### src/rtl/irq_wake_pkg.sv
package irq_wake_pkg;
   localparam int NSRC     = 3;
   localparam int SRC_TMR  = 0;
   localparam int SRC_PCHG = 1;
   localparam int SRC_EXT  = 2;
   typedef logic [NSRC-1:0] src_vec_t;
endpackage

### src/rtl/irq_sync.sv
module irq_sync #(
   parameter int W      = 8,
   parameter int STAGES = 2
) (
   input  logic         clk,
   input  logic         rst_n,
   input  logic [W-1:0] d_i,
   output logic [W-1:0] q_o
);
   if (STAGES < 2) begin : g_bad_stages
      $error("irq_sync: STAGES must be at least 2");
   end
   if (W < 1) begin : g_bad_width
      $error("irq_sync: W must be at least 1");
   end

   logic [STAGES-1:0][W-1:0] stg_q;

   always_ff @(posedge clk or negedge rst_n) begin
      if (!rst_n) begin
         stg_q <= '0;
      end else begin
         stg_q[0] <= d_i;
         for (int i = 1; i < STAGES; i++) stg_q[i] <= stg_q[i-1];
      end
   end

   assign q_o = stg_q[STAGES-1];
endmodule

### src/rtl/irq_change_det.sv
module irq_change_det #(
   parameter int W  = 8,
   parameter int SH = 0
) (
   input  logic         clk,
   input  logic         rst_n,
   input  logic [W-1:0] s_i,
   input  logic [W-1:0] dir_i,
   input  logic         ext_mode_i,
   input  logic         rd_i,
   output logic         chg_o,
   output logic         fall_o
);
   if (SH < 0 || SH >= W) begin : g_bad_shared
      $error("irq_change_det: SH must index a port pin");
   end

   logic [W-1:0] ref_q;
   logic         prev_q;
   logic [W-1:0] excl;
   logic [W-1:0] watch;

   always_ff @(posedge clk or negedge rst_n) begin
      if (!rst_n) begin
         ref_q  <= '0;
         prev_q <= 1'b0;
      end else begin
         prev_q <= s_i[SH];
         if (rd_i) ref_q <= s_i;
      end
   end

   assign excl   = {{(W-1){1'b0}}, ext_mode_i} << SH;
   assign watch  = dir_i & ~excl;
   assign chg_o  = |((s_i ^ ref_q) & watch);
   assign fall_o = ext_mode_i & prev_q & ~s_i[SH];


   ref_load_chk: assert property (@(posedge clk) disable iff (!rst_n)
      rd_i |=> (ref_q == $past(s_i)));
endmodule

### src/rtl/irq_flags.sv
module irq_flags
   import irq_wake_pkg::*;
(
   input  logic     clk,
   input  logic     rst_n,
   input  src_vec_t evt_i,
   input  logic     st_wr_i,
   input  src_vec_t st_wdata_i,
   input  logic     mk_wr_i,
   input  src_vec_t mk_wdata_i,
   input  logic     eni_i,
   input  logic     disi_i,
   input  logic     ack_i,
   output src_vec_t stat_o,
   output src_vec_t mask_o,
   output logic     gie_o
);
   src_vec_t stat_q, mask_q, clr;
   logic     gie_q;

   assign clr = st_wr_i ? ~st_wdata_i : '0;

   always_ff @(posedge clk or negedge rst_n) begin
      if (!rst_n) begin
         stat_q <= '0;
         mask_q <= '0;
         gie_q  <= 1'b0;
      end else begin
         stat_q <= (stat_q & ~clr) | evt_i;
         if (mk_wr_i) mask_q <= mk_wdata_i;
         if (disi_i || ack_i)  gie_q <= 1'b0;
         else if (eni_i)       gie_q <= 1'b1;
      end
   end

   assign stat_o = stat_q;
   assign mask_o = mask_q;
   assign gie_o  = gie_q;


   ovf_set_chk: assert property (@(posedge clk) disable iff (!rst_n)
      evt_i[SRC_TMR] |=> stat_q[SRC_TMR]);

   stat_hold_chk: assert property (@(posedge clk) disable iff (!rst_n)
      !st_wr_i |=> ((stat_q & $past(stat_q)) == $past(stat_q)));

   gie_ack_chk: assert property (@(posedge clk) disable iff (!rst_n)
      ack_i |=> !gie_q);

   gie_set_chk: assert property (@(posedge clk) disable iff (!rst_n)
      (eni_i && !disi_i && !ack_i) |=> gie_q);
endmodule

### src/rtl/irq_wake_ctrl.sv
module irq_wake_ctrl
   import irq_wake_pkg::*;
#(
   parameter int                  PORT_W      = 8,
   parameter int                  SHARED_PIN  = 0,
   parameter int                  SYNC_STAGES = 2,
   parameter int                  ADDR_W      = 12,
   parameter logic [ADDR_W-1:0]   VECTOR      = 'h008
) (
   input  logic              clk,
   input  logic              rst_n,
   input  logic [PORT_W-1:0] port_i,
   input  logic [PORT_W-1:0] dir_i,
   input  logic              ext_mode_i,
   input  logic              port_rd_i,
   input  logic              tmr_ovf_i,
   input  logic              stat_wr_i,
   input  logic [NSRC-1:0]   stat_wdata_i,
   input  logic              mask_wr_i,
   input  logic [NSRC-1:0]   mask_wdata_i,
   input  logic              eni_i,
   input  logic              disi_i,
   input  logic              irq_ack_i,
   input  logic              sleep_enter_i,
   input  logic              asleep_i,
   output logic [NSRC-1:0]   stat_o,
   output logic [NSRC-1:0]   mask_o,
   output logic              irq_o,
   output logic [ADDR_W-1:0] vector_o,
   output logic              wake_o,
   output logic              wake_vec_o
);
   if (ADDR_W < 4) begin : g_bad_addr
      $error("irq_wake_ctrl: ADDR_W too small for the vector");
   end

   logic [PORT_W-1:0] port_s;
   logic              chg, fall, gie, slp_en_q;
   src_vec_t          evt;

   irq_sync #(.W(PORT_W), .STAGES(SYNC_STAGES)) u_sync (
      .clk (clk), .rst_n (rst_n), .d_i (port_i), .q_o (port_s)
   );

   irq_change_det #(.W(PORT_W), .SH(SHARED_PIN)) u_det (
      .clk (clk), .rst_n (rst_n), .s_i (port_s), .dir_i (dir_i),
      .ext_mode_i (ext_mode_i), .rd_i (port_rd_i),
      .chg_o (chg), .fall_o (fall)
   );

   always_comb begin
      evt           = '0;
      evt[SRC_TMR]  = tmr_ovf_i;
      evt[SRC_PCHG] = chg;
      evt[SRC_EXT]  = fall;
   end

   irq_flags u_flags (
      .clk (clk), .rst_n (rst_n), .evt_i (evt),
      .st_wr_i (stat_wr_i), .st_wdata_i (stat_wdata_i),
      .mk_wr_i (mask_wr_i), .mk_wdata_i (mask_wdata_i),
      .eni_i (eni_i), .disi_i (disi_i), .ack_i (irq_ack_i),
      .stat_o (stat_o), .mask_o (mask_o), .gie_o (gie)
   );

   // change-interrupt enable as it stood when sleep began
   always_ff @(posedge clk or negedge rst_n) begin
      if (!rst_n)             slp_en_q <= 1'b0;
      else if (sleep_enter_i) slp_en_q <= mask_o[SRC_PCHG];
   end

   assign irq_o      = gie & |(stat_o & mask_o);
   assign vector_o   = VECTOR;
   assign wake_o     = asleep_i & slp_en_q & stat_o[SRC_PCHG];
   assign wake_vec_o = gie;


   wake_arm_chk: assert property (@(posedge clk) disable iff (!rst_n)
      sleep_enter_i |=> (slp_en_q == $past(mask_o[SRC_PCHG])));
endmodule

### config.mk
export PLATFORM = sky130hd
export DESIGN_NAME = irq_wake_ctrl
export DESIGN_NICKNAME = d
export VERILOG_FILES = /design/src/rtl/irq_wake_pkg.sv /design/src/rtl/irq_sync.sv /design/src/rtl/irq_change_det.sv /design/src/rtl/irq_flags.sv /design/src/rtl/irq_wake_ctrl.sv
export SDC_FILE = /design/constraint.sdc
export NUM_CORES = 1
export LEC_CHECK = 0
export ABC_CLOCK_PERIOD_IN_PS = 2930
export BUFFER_PORTS_ARGS = -buffer_cell sky130_fd_sc_hd__buf_2
export CAP_MARGIN = 25
export CORE_MARGIN = 1
export CORE_UTILIZATION = 49
export CTS_BUF_LIST = sky130_fd_sc_hd__clkbuf_4 sky130_fd_sc_hd__clkbuf_8 sky130_fd_sc_hd__clkbuf_16
export CTS_CLUSTER_DIAMETER = 150
export DETAILED_ROUTE_END_ITERATION = 10
export PLACE_DENSITY = 0.81
export SYNTH_ARGS = -nofsm -noshare
export SYNTH_HDL_FRONTEND = slang
export SYNTH_SLANG_ARGS = --single-unit
### constraint.sdc
create_clock -name clk -period 2.93 [get_ports clk]
set_input_delay 0 -clock clk [delete_from_list [all_inputs] [get_ports clk]]
set_output_delay 0 -clock clk [all_outputs]
set_load 0.01 [all_outputs]
# Word level (Yosys, flattened, before mapping)
# Cells that the tools add are included.
[word_totals]
regBits = 33
latch_bits = 0
ram_bits = 0
rom_bits = 0
inputBits = 34
out_inout_bits = 21
word_cells = 30
memories = 0
[classes]
add_sub_neg = 0
n_mul = 0
div = 0
order_cmp = 0
eq_ne = 0
shifts = 0
muxes = 3
bitwise_logic = 15
reduce_logical = 4
[ops]
columns = ["op", "count"]
rows = [
  ["$and A8 B8 Y8", 2],
  ["$not A1 Y8", 1],
  ["$reduce_or A8 Y1", 1],
  ["$xor A8 B8 Y8", 1],
  ["$and A3 B3 Y3", 2],
  ["$not A3 Y3", 2],
  ["$and A1 B1 Y1", 5],
  ["$mux W3", 1],
  ["$or A3 B3 Y3", 1],
  ["$reduce_or A3 Y1", 1],
  ["$mux W1", 2],
  ["$reduce_bool A2 Y1", 1],
  ["$logic_or A1 B1 Y1", 1],
  ["$not A1 Y1", 1],
]

# Depth between registers and ports, before layout
# Gate-level depths: netlist of run 1.
[logic_depth]
word_depth = 5
mapped_depth = 4
mapped_depth_nobuf = 4

# Cells and area by module
# From an unflattened synthesis of run 1, not the netlist that was laid out.
[hier_totals]
hier_cells = 95
area_unflattened_um2 = 1321.3
[by_module_without_submodules]
columns = ["mod", "n_inst", "cells_each", "area_each_um2", "seq_area_each_um2"]
rows = [
  ["irq_sync", 1, 24, 460.4, 400.4],
  ["irq_change_det", 1, 34, 445.4, 225.2],
  ["irq_flags", 1, 18, 259.0, 175.2],
  ["irq_wake_ctrl", 1, 19, 156.4, 25.0],
]

# Worst setup path after synthesis of run 1
# Ideal clock, no wire load.
[synth_timing]
path_kind = "reg-to-reg"
start = "reg u_det.ref_q[7]"
end = "reg u_flags.stat_q[1], in the netlist u_flags.stat_o[1]"
setup_time_ps = 138
t_arrival_ps = 996
t_required_ps = 2792
setup_slack_ps = 1796
path_stages_with_launch = 5
path_buffers = 0
synth_period_minus_slack_ps = 1134
path_cell_list = "dfrtp_1 > xor2_1 > a22o_1 > a221oi_2 > nand4_1"
[synth_via]
elab_chain_cells = 4
[synth_rtl]
columns = ["item", "line", "rtl"]
rows = [
  ["start: declaration", "irq_change_det.sv:18", "logic [W-1:0] ref_q;"],
  ["start signal: assignment", "irq_change_det.sv:29", "if (rd_i) ref_q <= s_i;"],
  ["$xor A8 B8 Y8", "irq_change_det.sv:35", "assign chg_o = |((s_i ^ ref_q) & watch);"],
  ["$and A8 B8 Y8", "irq_change_det.sv:35", ""],
  ["$reduce_or A8 Y1", "irq_change_det.sv:35", ""],
  ["$or A3 B3 Y3", "irq_flags.sv:29", "stat_q <= (stat_q & ~clr) | evt_i;"],
  ["end signal: assignment", "irq_flags.sv:29", ""],
  ["end: declaration", "irq_flags.sv:18", "src_vec_t stat_q, mask_q, clr;"],
]
# No other way between the ends.
# A chain may end at the register's enable or synchronous reset.

# Worst setup path in the final report of run 1
[layout_timing]
start = "reg u_sync.stg_q (netlist bit u_sync.q_o[0])"
end = "reg u_flags.stat_q[1], in the netlist u_flags.stat_o[1]"
[layout_via]
elab_chain_cells = 4
[layout_rtl]
columns = ["item", "line", "rtl"]
rows = [
  ["start: declaration", "irq_sync.sv:17", "logic [STAGES-1:0][W-1:0] stg_q;"],
  ["$xor A8 B8 Y8", "irq_change_det.sv:35", ""],
  ["$and A8 B8 Y8", "irq_change_det.sv:35", ""],
  ["$reduce_or A8 Y1", "irq_change_det.sv:35", ""],
  ["$or A3 B3 Y3", "irq_flags.sv:29", ""],
]
# No other way between the ends.

==> reports/qor.yml, run 1 <==
run_status:
  status: "finished clean"
clocking:
  cts-root-buf: "clkbuf_4"
  cts.sinks: 33
  cts_max_path_buffers: 2
  insertion_delay_ns: 0.33
  cts_buffers: 5
  cts_resized: 0
  path_clk_slew_ns: 0.10
  htree_levels: 2
  cts_tree: "yes"
pwr:
  ir_drop_mv: 0.470
  p_int_mw: 0.657
  swShare: 0.251
  p_comb_frac: 0.151
  p_leak_nw: 0.843
  clkPwrFrac: 0.269
  power_density_mw_per_mm2: 506
  seqPwrFrac: 0.580
  switchingPower_mw: 0.220
route:
  m1WireLength_um: 852
  topRoutingLayerUsed: "met3"
  drcViolationCount: 0
  wl_per_cell_um: 11.7
  vias: 842
  first_iter_violations: 13
  ant_nets: 0
  via_per_inst: 4.55
  wl_um: 2160
  met2WireLength_um: 1120
  first_pass_iters: 4
  wl_met3_um: 193
worst_setup_path:
  reg2reg_depth: 4
  crit_path_end: "u_flags.stat_o[1]"
  reg2reg_slack_ns: 1.13
  cp-end-kind: "flip-flop"
  critPathLaunch: "u_sync.q_o[0]"
  worstPathRequired_ns: 3.14
  r2r_start: "u_sync.q_o[0]"
  crit_fanout: 4
  start_kind: "flip-flop"
  worstPathArrival_ns: 2.01
  r2r_end: "u_flags.stat_o[1]"
  crit_type: "flip-flop to flip-flop"
floorplan:
  start_util: 0.544
  die_h_um: 52.5
  die_area_mm2: 0.00275
  die_width_um: 52.5
  fp.coreArea_mm2: 0.00230
  io_pins: 55
  rows: 17
placed_design:
  dp_hpwl_um: 1410
  io_buffers: 42
  place.gp.congestion: 0.681
  place_inst: 153
flow_run:
  drv_cap: 0
synthesis:
  synth_top_area_share: 0.661
  synth_common_cells: "33 x dfrtp_1, 12 x buf_4, 12 x mux2_2"
  yosysTopAreaCell: "dfrtp_1"
  synth_flop_cell: "dfrtp_1"
  syn-cell-area_mm2: 0.00125
  synth_edf_count: 0
  synthTopCellsByArea: "dfrtp_1 66%, mux2_2 11%, buf_4 7.2%"
  synth-seq-area-share: 0.661
  avgSynthCellArea_um2: 14.5
  synthArstFlopShare: 1.00
  synth_seq_cells: 33
  yosysMostFrequentCell: "dfrtp_1"
  yosys_warnings: 0
  synthCells: 86
  synth.distinct_cells: 18
timing:
  hold_viol_final: 0
  setup_viol: 0
  setup-tns-final_ns: 0
  maxSlewViolCount: 0
  rsz0062_at_grt: "no"
  min_period_ns: 1.80
  finalClockSkew_ns: 0.00622
  timing.final.crit_share: 0.614
  worst_pin_slew_ns: 0.682
  slew_headroom: 0.545
  max_clock_freq_ghz: 0.556
worst_hold_path:
  worstHoldPathType: "input port to flip-flop"
global_routing:
  grt_pass1_vias: 806
  track_usage: 0.180
  antenna_found_initial: 0
  grt_max_degree: 34
  grt_pass1_wl_um: 3260
  overflow: 0
layout:
  nNetsFinal: 190
  nFillCells: 150
  seq_area_um2: 826
  area.growth.synth_to_final_pct: 38.7
  diodes: 0
  multi_input_area_um2: 362
  final_cells: 185
  drive_gt1_frac: 0.401
[per-stage QoR]
stage               instance area, µm²   util  power [mW]  setup slack, ns  hold WS (ns)
global route                      1730  0.754       0.930             1.03        0.0594
CTS                               1730  0.754       0.889             1.14        0.0606
finish                            1730  0.754       0.877             1.13        0.0702
detailed placement                1440  0.625       0.621             1.71        0.0824
global placement                  1440  0.625       0.615             1.77        0.0729
floorplan                         1290      -       0.582             1.80        -0.296
[layer usage]
| layer | up-vias | global-route usage |
|---|---|---|
| met5 | - | 0 |
| met4 | 0 | 0.0658 |
| met3 | 0 | 0.0899 |
| met2 | 48 | 0.331 |
| met1 | 389 | 0.166 |
| li1 | 405 | - |
[worst min path at each step]
stage	from	endpoint	slack (ns)	cells past startpoint
after global placement	rst_n	slp_en_q	0.07	1
after detailed placement	rst_n	u_flags.mask_o[1]	0.08	1
after global routing	port_rd_i	u_det.ref_q[5]	0.06	2
after floorplan	rst_n	slp_en_q	-0.30	0
final	port_rd_i	u_det.ref_q[7]	0.07	2
after CTS	port_rd_i	u_det.ref_q[5]	0.06	2
[critical path: stages, from the launching register on]
cell           delay (ns)
dfrtp_1              0.43
xor2_1               0.17
a222oi_1             0.38
nand4_1              0.14
dlygate4sd3_1        0.57
[power groups by stage]
stage / clock (mW) / combinational, mW / sequential (mW)
5_1_grt: 0.271 / 0.146 / 0.512
2_1_floorplan: 0 / 0.0651 / 0.517
6_report: 0.236 / 0.132 / 0.509
3_3_place_gp: 0 / 0.101 / 0.514
4_1_cts: 0.248 / 0.133 / 0.508
3_5_place_dp: 0 / 0.104 / 0.518
[kinds of logic (layout without fill, tap and decap cells)]
kind of cell | Yosys count | after routing | share of synthesized area
muxes | 12 | 12 | 0.108
xor gates and xnor gates | 8 | 8 | 0.0561
buffers and inverters | 14 | 75 | 0.0792
and+or+nand+nor | 9 | 9 | 0.0381
DFF | 33 | 33 | 0.661
AOI/OAI and AO/OA | 8 | 8 | 0.0511
other | 2 | 12 | 0.00601
[flip-flops by register name, indices dropped and copies added (netlist names)]
signal and cells:
u_det.ref_q 8, u_sync.q_o 8, u_sync.stg_q 8, u_flags.mask_o 3
u_flags.stat_o 3, slp_en_q 1, u_det.prev_q 1, u_flags.gie_o 1
[repair_timing]
item,in CTS,in global routing
hold buffers,24,0
endpoints found under the hold margin,49,0
buffers inserted,0,0
[final cells by class]
type                       instances  area share
tap                               28      0.0202
multi-input combinational         49       0.209
timing repair buffer              66       0.260
inverter                           1     0.00217
clock buffer                       5      0.0217
clock inverter                     3      0.0101
sequential                        33       0.477
[placed cells by master, fill, tap and decap left out, drive strengths merged]
cell type,count
clkbuf,5
mux2,12
inv,1
o21ai,4
dlygate4sd3,24
dfrtp,33
nor3,1
nand4,1
and3,1
a22o,1
nor2,1
nand2,2
a222oi,2
a221oi,1
xor2,8
nor2b,2
conb,12
clkinvlp,1
nand2b,1
buf,42
clkinv,2
(Power assumes the default switching activity.)
==> inputs of run 2 (changes only) <==
--- a/config.mk
+++ b/config.mk
@@ -5,15 +5,15 @@
 export SDC_FILE = /design/constraint.sdc
 export NUM_CORES = 1
 export LEC_CHECK = 0
-export ABC_CLOCK_PERIOD_IN_PS = 2930
+export ABC_CLOCK_PERIOD_IN_PS = 1530
 export BUFFER_PORTS_ARGS = -buffer_cell sky130_fd_sc_hd__buf_2
 export CAP_MARGIN = 25
 export CORE_MARGIN = 1
-export CORE_UTILIZATION = 49
+export CORE_UTILIZATION = 41
 export CTS_BUF_LIST = sky130_fd_sc_hd__clkbuf_4 sky130_fd_sc_hd__clkbuf_8 sky130_fd_sc_hd__clkbuf_16
 export CTS_CLUSTER_DIAMETER = 150
 export DETAILED_ROUTE_END_ITERATION = 10
-export PLACE_DENSITY = 0.81
+export PLACE_DENSITY = 0.73
 export SYNTH_ARGS = -nofsm -noshare
 export SYNTH_HDL_FRONTEND = slang
 export SYNTH_SLANG_ARGS = --single-unit
==> constraint.sdc (replaced) <==
create_clock -name clk -period 1.53 [get_ports clk]
set_input_delay 0 -clock clk [delete_from_list [all_inputs] [get_ports clk]]
set_output_delay 0 -clock clk [all_outputs]
set_load 0.01 [all_outputs]
==> run 2 against run 1 <==
The run now ends with DRC left; first-iteration DRC count rose to 3.7 times the previous value; register-to-register slack worse by 0.99 ns; sequential share of layout area down 1.3 points; utilization down 12 points; critical endpoint is now u_flags.mask_o[1]; power up 96%; global-route usage down 1.3 points; critical path type unchanged; die area up 19%.
==> reports/qor.yml, run 2 (synthesis results as in run 1) <==
clocking:
  cts-root-buf: "clkbuf_4"
  insertion_delay_ns: 0.32  # about the same
  cts_max_path_buffers: 2  # unchanged
  path_clk_slew_ns: 0.08  # -0.02 ns
  post_cts_buffers: 0  # unchanged
  cts_buffers: 5  # unchanged
  cts_resized: 0  # unchanged
  ctsHoldBuffers: 28  # +17%
  htree_levels: 2  # unchanged
  cts_tree: "yes"
  cts.sinks: 33  # unchanged
timing:
  slew_headroom: 0.527  # -0.0180
  rsz0062_at_grt: "no"
  finalClockSkew_ns: 0.00504  # -0.00117 ns
  min_period_ns: 1.39  # -0.411 ns
  setup_viol: 0  # unchanged
  max_clock_freq_ghz: 0.721  # +30%
  worst_pin_slew_ns: 0.709  # +0.0270 ns
  maxSlewViolCount: 0  # unchanged
  timing.final.crit_share: 0.906  # +0.293
  hold_viol_final: 0  # unchanged
  setup-tns-final_ns: 0  # unchanged
run_status:
  status: "finished, violations left"
  violations: "DRC"
floorplan:
  die_h_um: 57.2  # +9.0%
  die_area_mm2: 0.00327  # +19%
  rows: 19  # +2
  io_pins: 55  # unchanged
  fp.coreArea_mm2: 0.00283  # +23%
  start_util: 0.441  # -0.102
  die_width_um: 57.2  # +9.0%
global_routing:
  grt_pass1_wl_um: 3810  # +17%
  antenna_found_initial: 0  # unchanged
  track_usage: 0.167  # -0.0128
  grt_pass1_vias: 863  # +7.1%
  overflow: 0  # unchanged
  grt_max_degree: 34  # unchanged
layout:
  diodes: 0  # unchanged
  seq_area_um2: 826  # unchanged
  multi_input_area_um2: 362  # unchanged
  nFillCells: 233  # +55%
  area.growth.synth_to_final_pct: 42.5
  nNetsFinal: 194  # +2.1%
  final_cells: 191  # +3.2%
  final_cell_mix: "42 x buf_2, 33 x dfrtp_1, 28 x dlygate4sd3_1"
  layout_commonest_cell: "buf_2"
  finalInstanceArea_mm2: 0.00178  # +2.7%
  drive_gt1_frac: 0.388  # -0.0138
placed_design:
  place.gp.congestion: 0.693  # +1.9%
  io_buffers: 42  # unchanged
  place_inst: 156  # +2.0%
  dpl-instance-area_mm2: 0.00144  # +0.26%
  dp_hpwl_um: 1430  # +0.91%
worst_setup_path:
  slowest_delay_ns: 0.57  # about the same
  cp_cell_sequence: "mux2_2, dlygate4sd3_1"
  cp_top_family: "buffers and inverters"
  cp_num_buf_inv: 1  # unchanged
  cp_slowest_cell: "dlygate4sd3_1"
  worstPathRequired_ns: 1.73  # -1.41 ns
  start_kind: "flip-flop"
  crit_type: "flip-flop to flip-flop"
  crit_fanout: 4  # unchanged
  cp-end-kind: "flip-flop"
  worstPathArrival_ns: 1.58  # -0.43 ns
route:
  first_iter_violations: 48  # +35
  drcViolationCount: 9  # +9
  wl_um: 2320  # +7.2%
  first_pass_iters: 7  # +3
  wl_per_cell_um: 12.1  # +3.8%
  via_per_inst: 4.55  # about the same
  ant_nets: 0  # unchanged
  vias: 869  # +3.2%
pwr:
  power_density_mw_per_mm2: 966  # +91%
  p_leak_nw: 0.866  # +2.7%
  ir_drop_mv: 0.598  # +27%
worst_hold_path:
  worstHoldPathType: "input port to flip-flop"
flow_run:
  drv_cap: 0  # unchanged
[run 2: cell types whose count changed in the layout (fill, tap and decap cells not counted), sizes merged]
cell         delta
dlygate4sd3     +4
clkbuf          +2
clkinv          -2
clkinvlp        -1
[run 2: metal layers]
layer  vias to the layer above  track usage  share of wire
met5                         -            0              0
li1                        416            -              -
met1                       403        0.178           0.41
met3                         2       0.0748          0.075
met4                         0       0.0627         0.0052
met2                        48        0.292           0.51
[run 2: layout make-up]
| type | instances | area share |
|---|---|---|
| well taps | 31 | 0.0218 |
| multi-input cells | 49 | 0.203 |
| clock buffers | 7 | 0.0331 |
| repair buffers | 70 | 0.276 |
| flip-flops and latches | 33 | 0.464 |
| inverters | 1 | 0.00211 |
[run 2: path summary, 6_finish.rpt]
check	from	end	slack, ns	depth (start not counted)
worst max-delay path	u_flags.mask_o[1]	u_flags.mask_o[1]	0.14	2
worst min-delay path	dir_i[3]	u_flags.stat_o[1]	0.06	4
worst max register to register	u_flags.mask_o[1]	u_flags.mask_o[1]	0.14	2
worst min register to register	u_sync.stg_q[2]	u_sync.q_o[2]	0.36	0
max in group asynchronous	rst_n	u_sync.stg_q[5]	0.81	2
min in group asynchronous	rst_n	u_flags.mask_o[1]	0.27	2
[run 2: power breakdown]
group          switching, mW  internal (mW)  total (mW)
sequential            0.0404          0.935       0.975
combinational          0.105          0.157       0.262
clock                  0.247          0.234       0.481
total                  0.392           1.33        1.72
[run 2: stage by stage]
| step | utilization | power [mW] | setup slack (ns) | hold slack (ns) |
|---|---|---|---|---|
| 6_report | 0.629 | 1.72 | 0.143 | 0.0563 |
| 5_1_grt | 0.629 | 1.84 | 0.0994 | 0.0531 |
| 4_1_cts | 0.629 | 1.75 | 0.179 | 0.0297 |
| 3_5_place_dp | 0.509 | 1.19 | 0.324 | 0.0951 |
| 3_3_place_gp | 0.509 | 1.18 | 0.371 | 0.0776 |
| 2_1_floorplan | - | 1.11 | 0.396 | -0.296 |
[run 2: worst register-to-register path: stages (launching register included)]
cell and delay, ns:
dfrtp_1 0.42, mux2_2 0.28, dlygate4sd3_1 0.57
==> inputs of run 3 (changes only) <==
--- a/config.mk
+++ b/config.mk
@@ -8,7 +8,7 @@
 export ABC_CLOCK_PERIOD_IN_PS = 1530
 export BUFFER_PORTS_ARGS = -buffer_cell sky130_fd_sc_hd__buf_2
 export CAP_MARGIN = 25
-export CORE_MARGIN = 1
+export CORE_MARGIN = 2
 export CORE_UTILIZATION = 41
 export CTS_BUF_LIST = sky130_fd_sc_hd__clkbuf_4 sky130_fd_sc_hd__clkbuf_8 sky130_fd_sc_hd__clkbuf_16
 export CTS_CLUSTER_DIAMETER = 150
@@ -17,3 +17,4 @@
 export SYNTH_ARGS = -nofsm -noshare
 export SYNTH_HDL_FRONTEND = slang
 export SYNTH_SLANG_ARGS = --single-unit
+export TNS_END_PERCENT = 1
==> run 3 against run 2 <==
The run now ends clean; final cell count grew 1.6%; sequential share of layout area is 0.36 points lower; global-route usage decreased by 1.7 points; setup slack improved by 0.026 ns; count of clock-buffer cells in the layout stayed put; critical path type unchanged; first-iteration DRC count decreased by 56%; design area rose by 0.77%; sequential power barely moved.
==> reports/qor.yml, run 3 (synthesis results as in run 1) <==
placed_design:
  dp_hpwl_um: 1470  # +3.3%
  io_buffers: 42  # unchanged
  post-place-ws_ns: 0.328  # +0.00406 ns
  place.gp.congestion: 0.699  # +0.74%
floorplan:
  fp.coreArea_mm2: 0.00298  # +5.3%
  die_width_um: 59.2  # +3.5%
  start_util: 0.419  # -0.0221
  rows: 20  # +1
  die_area_mm2: 0.00350  # +7.1%
  io_pins: 55  # unchanged
  die_h_um: 59.2  # +3.5%
layout:
  multi_input_area_um2: 362  # unchanged
  seq_area_um2: 826  # unchanged
  nFillCells: 243  # +4.3%
  final_cell_mix: "42 x buf_2, 33 x dfrtp_1, 28 x dlygate4sd3_1"
  diodes: 0  # unchanged
  nNetsFinal: 194  # unchanged
  area.growth.synth_to_final_pct: 43.6
  layout_commonest_cell: "buf_2"
  drive_gt1_frac: 0.391  # +0.00380
worst_hold_path:
  min_path_cells: 4  # unchanged
  worstHoldPathType: "input port to flip-flop"
worst_setup_path:
  cp_num_buf_inv: 1  # unchanged
  reg2reg_depth: 2  # unchanged
  cp_slowest_cell: "dlygate4sd3_1"
  worstPathRequired_ns: 1.74  # about the same
  cp.depth: 2  # unchanged
  cp-end-kind: "flip-flop"
  start_kind: "flip-flop"
  crit_type: "flip-flop to flip-flop"
  slowest_delay_ns: 0.56  # about the same
  cp_top_family: "buffers and inverters"
  worstPathArrival_ns: 1.57  # about the same
  cp_cell_sequence: "mux2_2, dlygate4sd3_1"
  crit_fanout: 3  # -1
global_routing:
  antenna_found_initial: 0  # unchanged
  grt_pass1_vias: 891  # +3.2%
  grt_max_degree: 34  # unchanged
  grt_pass1_wl_um: 3750  # -1.4%
  overflow: 0  # unchanged
  track_usage: 0.151  # -0.0166
timing:
  fin_ws_ns: 0.169  # +0.0256 ns
  setup_viol: 0  # unchanged
  hold_viol_final: 0  # unchanged
  rsz0062_at_grt: "no"
  slew_headroom: 0.531  # +0.00352
  finalClockSkew_ns: 0.00403  # -0.00101 ns
  maxSlewViolCount: 0  # unchanged
  setup-tns-final_ns: 0  # unchanged
  holdWs_ns: 0.0267  # -0.0297 ns
  timing.final.crit_share: 0.890  # -0.0167
  min_period_ns: 1.36  # -0.0256 ns
  max_clock_freq_ghz: 0.735  # +1.9%
  worst_pin_slew_ns: 0.704  # -0.00528 ns
pwr:
  ir_drop_mv: 0.574  # -4.0%
  power_density_mw_per_mm2: 990  # +2.5%
  p_leak_nw: 0.873  # +0.75%
route:
  vias: 892  # +2.6%
  first_pass_iters: 4  # -3
  wl_per_cell_um: 11.7  # -3.8%
  drcViolationCount: 0  # -9
  via_per_inst: 4.60  # +1.1%
  ant_nets: 0  # unchanged
  wl_um: 2270  # -2.2%
  first_iter_violations: 21  # -56%
flow_run:
  drv_cap: 0  # unchanged
clocking:
  cts_max_path_buffers: 2  # unchanged
  htree_levels: 2  # unchanged
  cts_tree: "yes"
  cts_buffers: 5  # unchanged
  cts-root-buf: "clkbuf_4"
  insertion_delay_ns: 0.32  # about the same
  cts.sinks: 33  # unchanged
  post_cts_buffers: 0  # unchanged
  path_clk_slew_ns: 0.09  # about the same
run_status:
  status: "finished clean"
run 3: cell count changes in the layout (fill, tap and decap cells not counted):
cell	previous run	this run
clkbuf_4	6	5
clkbuf_8	1	2
clkinv_2	0	1
run 3: path summary, 6_finish.rpt:
check / slack [ns] / to / from
worst max-delay path: 0.17 / u_flags.mask_o[2] / u_flags.mask_o[2]
worst min-delay path: 0.03 / u_flags.stat_o[1] / dir_i[3]
worst max register to register: 0.17 / u_flags.mask_o[2] / u_flags.mask_o[2]
worst min register to register: 0.35 / u_sync.q_o[0] / u_sync.stg_q[0]
max in group asynchronous: 0.82 / u_sync.stg_q[0] / rst_n
min in group asynchronous: 0.26 / u_flags.gie_o / rst_n
run 3: power by group:
| group | total [mW] | switching (mW) | leakage [nW] | internal [mW] |
|---|---|---|---|---|
| registers | 0.975 | 0.0400 | 0.383 | 0.935 |
| clock network | 0.538 | 0.272 | 0.0413 | 0.266 |
| logic | 0.262 | 0.105 | 0.448 | 0.157 |
run 3: what timing repair did:
action | 4_1_cts | 5_1_grt
hold endpoints to repair | 49 | 0
hold buffers | 28 | 0
resized for setup | 0 | 0
run 3: layout make-up:
class,instances,area share
tap,33,0.0230
clock buffer,7,0.0363
inverter,1,0.00209
clock inverter,1,0.00279
multi-input combinational,49,0.202
sequential,33,0.461
timing repair buffer,70,0.274
run 3: worst reg2reg max path: cells and delay by family, from the launching register on:
kind	cells	cell delay, ns
flip-flops	1	0.42
multiplexers	1	0.27
buffers and inverters	1	0.56
run 3: layer usage:
metal  global-route usage  up-vias  share of wire  routed length, µm
met3               0.0524        5          0.075                171
met2                0.261       46           0.52               1170
li1                     -      415              -                  -
met4               0.0877        0          0.012                 27
met5                    0        -              0                  0
met1                0.156      426           0.40                896
run 3: per-stage QoR:
step / std cells / instance area (µm²) / power (mW) / util
floorplan: 96 / 1290 / 1.11 / -
global placement: 158 / 1440 / 1.18 / 0.484
detailed placement: 158 / 1440 / 1.19 / 0.484
CTS: 194 / 1790 / 1.80 / 0.602
global route: 194 / 1790 / 1.88 / 0.602
finish: 194 / 1790 / 1.77 / 0.602
